[config.mk]
export PLATFORM = sky130hd
export DESIGN_NAME = fb_blank_arbiter
export DESIGN_NICKNAME = d
export VERILOG_FILES = /design/src/rtl/fb_arb_pkg.sv /design/src/rtl/fb_scan_fetch.sv /design/src/rtl/fb_write_gate.sv /design/src/rtl/fb_pixel_out.sv /design/src/rtl/fb_blank_arbiter.sv
export SDC_FILE = /design/constraint.sdc
export NUM_CORES = 1
export LEC_CHECK = 0
export BUFFER_PORTS_ARGS = -buffer_cell sky130_fd_sc_hd__buf_2
export CAP_MARGIN = 10
export CORE_ASPECT_RATIO = 0.8
export CORE_MARGIN = 2
export CORE_UTILIZATION = 43
export CTS_BUF_LIST = sky130_fd_sc_hd__clkbuf_2
export CTS_CLUSTER_SIZE = 24
export DETAILED_ROUTE_END_ITERATION = 16
export GPL_TIMING_DRIVEN = 0
export MAX_ROUTING_LAYER = met4
export PLACE_DENSITY = 0.83
export SYNTH_ARGS = -nofsm -noshare
export SYNTH_HDL_FRONTEND = slang
export SYNTH_HIERARCHICAL = 1
export SYNTH_SLANG_ARGS = --single-unit
export TNS_END_PERCENT = 5
[constraint.sdc]
create_clock -name clk -period 3.8 [get_ports clk]
set_input_delay 0.38 -clock clk [delete_from_list [all_inputs] [get_ports clk]]
set_output_delay 0.38 -clock clk [all_outputs]
set_load 0.005 [all_outputs]
[src/rtl/fb_arb_pkg.sv]
`timescale 1ns/1ps
package fb_arb_pkg;

  localparam int unsigned PIX_BITS = 3;

  typedef struct packed {
    logic red;
    logic green;
    logic blue;
  } pixel_t;

  // linear index of a raster position, row-major
  function automatic logic [31:0] raster_index(input logic [31:0] col,
                                               input logic [31:0] row,
                                               input logic [31:0] width);
    return row * width + col;
  endfunction

  // true when a linear index names a visible pixel
  function automatic logic index_visible(input logic [31:0] idx,
                                         input logic [31:0] depth);
    return idx < depth;
  endfunction

endpackage

[src/rtl/fb_scan_fetch.sv]
`timescale 1ns/1ps
module fb_scan_fetch #(
  parameter int H_ACT  = 640,
  parameter int X_W    = 10,
  parameter int Y_W    = 9,
  parameter int ADDR_W = 19
) (
  input  logic              clk,
  input  logic              rst_n,
  input  logic              disp_en,
  input  logic [X_W-1:0]    pos_x,
  input  logic [Y_W-1:0]    pos_y,
  output logic [ADDR_W-1:0] scan_addr,
  output logic              show_q
);
  import fb_arb_pkg::*;

  logic [31:0] idx_full;

  assign idx_full  = raster_index(32'(pos_x), 32'(pos_y), 32'(H_ACT));
  assign scan_addr = idx_full[ADDR_W-1:0];

  // marks that the data returning next cycle belongs to a visible pixel
  always_ff @(posedge clk or negedge rst_n) begin
    if (!rst_n) show_q <= 1'b0;
    else        show_q <= disp_en;
  end
endmodule

[src/rtl/fb_write_gate.sv]
`timescale 1ns/1ps
module fb_write_gate #(
  parameter int ADDR_W = 19,
  parameter int DEPTH  = 307200
) (
  input  logic              clk,
  input  logic              rst_n,
  input  logic              disp_en,
  input  logic              wr_req,
  input  logic [ADDR_W-1:0] wr_addr,
  output logic              wr_gnt,
  output logic              wr_commit
);
  import fb_arb_pkg::*;

  logic gnt_q;
  logic addr_ok;

  // full address space is visible: no range compare needed
  generate
    if (DEPTH == (1 << ADDR_W)) begin : g_full
      assign addr_ok = 1'b1;
    end else begin : g_ranged
      assign addr_ok = index_visible(32'(wr_addr), 32'(DEPTH));
    end
  endgenerate

  assign wr_gnt    = rst_n & wr_req & ~disp_en & ~gnt_q;
  assign wr_commit = wr_gnt & addr_ok;

  always_ff @(posedge clk or negedge rst_n) begin
    if (!rst_n) gnt_q <= 1'b0;
    else        gnt_q <= wr_gnt;
  end
endmodule

[src/rtl/fb_pixel_out.sv]
`timescale 1ns/1ps
module fb_pixel_out (
  input  logic                        show_q,
  input  fb_arb_pkg::pixel_t          rd_pix,
  output fb_arb_pkg::pixel_t          out_pix
);
  always_comb begin
    out_pix = '0;
    if (show_q) out_pix = rd_pix;
  end
endmodule

[src/rtl/fb_blank_arbiter.sv]
`timescale 1ns/1ps
module fb_blank_arbiter #(
  parameter int H_ACT  = 640,
  parameter int V_ACT  = 480,
  parameter int X_W    = $clog2(H_ACT),
  parameter int Y_W    = $clog2(V_ACT),
  parameter int DEPTH  = H_ACT * V_ACT,
  parameter int ADDR_W = $clog2(DEPTH)
) (
  input  logic              clk,
  input  logic              rst_n,
  input  logic              disp_en,
  input  logic [X_W-1:0]    pos_x,
  input  logic [Y_W-1:0]    pos_y,
  output logic [ADDR_W-1:0] mem_addr,
  output logic              mem_we,
  output logic [2:0]        mem_wdata,
  input  logic [2:0]        mem_rdata,
  input  logic              wr_req,
  input  logic [ADDR_W-1:0] wr_addr,
  input  logic [2:0]        wr_data,
  output logic              wr_gnt,
  output logic [2:0]        rgb
);
  import fb_arb_pkg::*;

  // named internal events, observed by the bound checker
  logic [ADDR_W-1:0] scan_addr;
  logic              show_q;
  logic              write_commit;
  pixel_t            rd_pix;
  pixel_t            out_pix;

  fb_scan_fetch #(
    .H_ACT(H_ACT), .X_W(X_W), .Y_W(Y_W), .ADDR_W(ADDR_W)
  ) u_fetch (
    .clk(clk), .rst_n(rst_n), .disp_en(disp_en),
    .pos_x(pos_x), .pos_y(pos_y),
    .scan_addr(scan_addr), .show_q(show_q)
  );

  fb_write_gate #(
    .ADDR_W(ADDR_W), .DEPTH(DEPTH)
  ) u_gate (
    .clk(clk), .rst_n(rst_n), .disp_en(disp_en),
    .wr_req(wr_req), .wr_addr(wr_addr),
    .wr_gnt(wr_gnt), .wr_commit(write_commit)
  );

  assign rd_pix = pixel_t'(mem_rdata);

  fb_pixel_out u_out (
    .show_q(show_q), .rd_pix(rd_pix), .out_pix(out_pix)
  );

  // scan-out owns the port during active video
  assign mem_addr  = disp_en ? scan_addr : wr_addr;
  assign mem_we    = write_commit;
  assign mem_wdata = wr_data;
  assign rgb       = out_pix;
endmodule

==> results.toml <==
[route]
wl_met2_um = 1421
firstDrtPassIters = 4
wl_per_cell_um = 12.71
drtIter0Drc = 14
wl_met3_um = 101
post-route-drc-count = 0
routed.top_layer = "met4"
avgViaCountPerCell = 5.049
vias = 1035
wirelength_um = 2605
drt-met1-wl_um = 1047
postRouteAntennaNets = 0

[power]
p_leak_nw = 0.7965
power.switching_uw = 125.8
swShare_pct = 41.57
power.density_nw_per_um2 = 209.8
p_comb_share_pct = 81.0
internal-power_uw = 176.8
vdd_drop_max_uv = 64.31
seqPwrFrac_pct = 7.5
power_uw = 302.6
clock_power_share_pct = 11.5

[synthesis]
synthXorXnorAreaFrac_pct = 12.35
synth_area_leaders = "ha_1 (20%), mux2_4 (14%), mux2_2 (9.5%)"
synth_flop_cell = "dfrtp_1"
synth_seq_cells = 2
synth-edff-count = 0
synthAdderAreaFrac_pct = 23.76
yosysTopAreaCellShare_pct = 20.00
syn_nets = 177
synth_most_common_cell = "ha_1"
synth_top_family_by_area = "adder cells"
synth_top_area_cell = "ha_1"
seq_area_frac_synth_pct = 4.706
yosys.area_share.simple_pct = 12.35
yosys_warnings = 6
synthMuxAreaShare_pct = 23.65
synth_compound_area_share_pct = 11.41
syn_inst = 110
synth.top_cells.by_count = "ha_1 (17), xnor2_1 (11), buf_4 (10), mux2_4 (10), mux2_2 (9)"
synthArstFlopShare_pct = 100.0
synthDistinctLibCells = 30
syn_area_per_cell_um2 = 9.668
syn-cell-area_um2 = 1064

[place]
dp_cells = 201
io_buffers = 64
gp_congestion = 0.8595
dp_hpwl_um = 2370

[clock_network]
ctsResizeCount = 0
numCtsBuffers = 3
clk_latency_ps = 190
root_buffer = "clkbuf_2"
clkTransAtPathRegs_ps = 40
cts_buffer_depth = 2
cts_setup_buffers = 0
cts_hold_buf = 1
htreeDepth = 1
cts_num_sinks = 2
cts_tree = "yes"

[timing]
max_freq_ghz = 0.2989
setup_tns_ps = 0
layout_min_cycle_time_ps = 3345
fin_crit_sh_pct = 88.04
timing_hold_violations_final = 0
max-slew-margin-rel_pct = 66.87
finalSetupViolCount = 0
skew_ps = 0
maxSlewViolCount = 0
timing.hold.ws_ps = 334.5
tightest_slew_ps = 493.4
rsz0062_at_grt = "false"

[layout]
finalNonFillerCells = 205
fin_util_pct = 60.05
final_nets = 247
drive_above_1_share_pct = 57.30
syn2layout_area_growth_pct = 35.65
num-fill-cells = 209
num_antenna_cells = 0

[die]
fp.coreArea_um2 = 2402
die_area_um2 = 2889
ioPinCount = 75
num_rows = 16
initial_core_util_pct = 44.27
die_x_um = 59.60
die_y_um = 48.48

[worst_setup_path]
required_ps = 3420
arrival_ps = 2970
cp_max_fo = 3
worstSetupEndpointType = "output pin"
worstSetupPathType = "in2out"
cp-start-kind = "input port"

[global_routing]
grt_pass1_vias = 1105
grt_use_total_pct = 18.99
grt_pass1_wl_um = 4326
grt_max_degree = 11
grt.overflow.total = 0
antenna_found_initial = 0

[min_path]
hold_path.class = "in2reg"

[run]
maxCapViolCount = 0

[status]
outcome = "finished clean"
-- power groups by stage --
| stage | clock, mW | sequential, mW | combinational, mW |
|---|---|---|---|
| floorplan | 0 | 0.0229 | 0.169 |
| global placement | 0 | 0.0230 | 0.235 |
| detailed placement | 0 | 0.0230 | 0.246 |
| CTS | 0.0367 | 0.0227 | 0.247 |
| global route | 0.0384 | 0.0228 | 0.272 |
| finish | 0.0347 | 0.0228 | 0.245 |
-- final timing paths --
path / from / end / slack [ps] / depth (start not counted)
max in group asynchronous: rst_n / u_gate/gnt_q / 3200 / 2
setup reg to reg: u_gate/gnt_q / u_gate/gnt_q / 3080 / 1
hold reg to reg: u_gate/gnt_q / u_gate/gnt_q / 570 / 1
min in group asynchronous: rst_n / u_fetch/show_q / 500 / 2
setup / recovery: pos_y[1] / mem_addr[17] / 450 / 12
hold / removal: disp_en / u_fetch/show_q / 330 / 1
-- cells in the final DEF, fill, tap and decap left out, types with 2 or more instances in the layout --
master / Yosys / final
a21oi_1: 4 / 4
mux2_2: 9 / 9
o21ai_1: 2 / 2
nand2_1: 4 / 4
ha_1: 17 / 17
nor2b_1: 2 / 2
o21ai_0: 4 / 4
inv_1: 5 / 5
dfrtp_1: 2 / 2
clkbuf_2: 0 / 3
nand4_1: 2 / 2
and2_1: 3 / 3
nor2_1: 4 / 4
mux2_4: 10 / 10
a21o_1: 3 / 3
xor2_1: 4 / 4
buf_2: 0 / 64
fa_1: 2 / 2
xnor2_1: 11 / 11
buf_4: 10 / 10
-- sequential cells by signal (all words and copies together) (netlist names) --
name / count
u_fetch/show_q: 1
u_gate/gnt_q: 1
-- per-layer routing --
layer / global-route usage (%) / vias to the layer above
met4: 8.889 / 0
met5: - / -
met2: 35.90 / 34
met3: 0.8021 / 4
met1: 19.48 / 476
li1: - / 521
-- per-stage QoR --
step / setup slack (ps) / area [µm²]
final: 454.6 / 1443
after global routing: 219.3 / 1443
after CTS: 445.9 / 1443
after detailed placement: 437.6 / 1418
after global placement: 497.7 / 1418
after floorplan: 849.0 / 1064
-- cell families after synthesis --
logic type / after synthesis
xor gates and xnor gates: 15
AOI/OAI and AO/OA: 18
and+or+nand+nor: 20
adders and majority gates: 19
buffers and inverters: 17
DFF: 2
muxes: 19
-- critical path, cell delays in order --
cell	delay, ps
buf_2	120
ha_1	290
ha_1	220
fa_1	400
a21oi_1	210
nor2_1	70
a211oi_1	320
xnor2_1	230
nand4_1	160
xor2_1	180
mux2_4	260
buf_2	130
-- final cells by class --
| cell class | instances | area, µm² | area share [%] |
|---|---|---|---|
| plain buffers | 12 | 106.4 | 7.372 |
| well taps | 27 | 33.78 | 2.342 |
| clock buffers | 3 | 15.01 | 1.041 |
| inverters | 5 | 18.77 | 1.301 |
| repair buffers | 65 | 330.3 | 22.90 |
| multi-input cells | 91 | 888.4 | 61.58 |
| flip-flops and latches | 2 | 50.05 | 3.469 |
No activity file was read; power rests on OpenSTA's default activity.
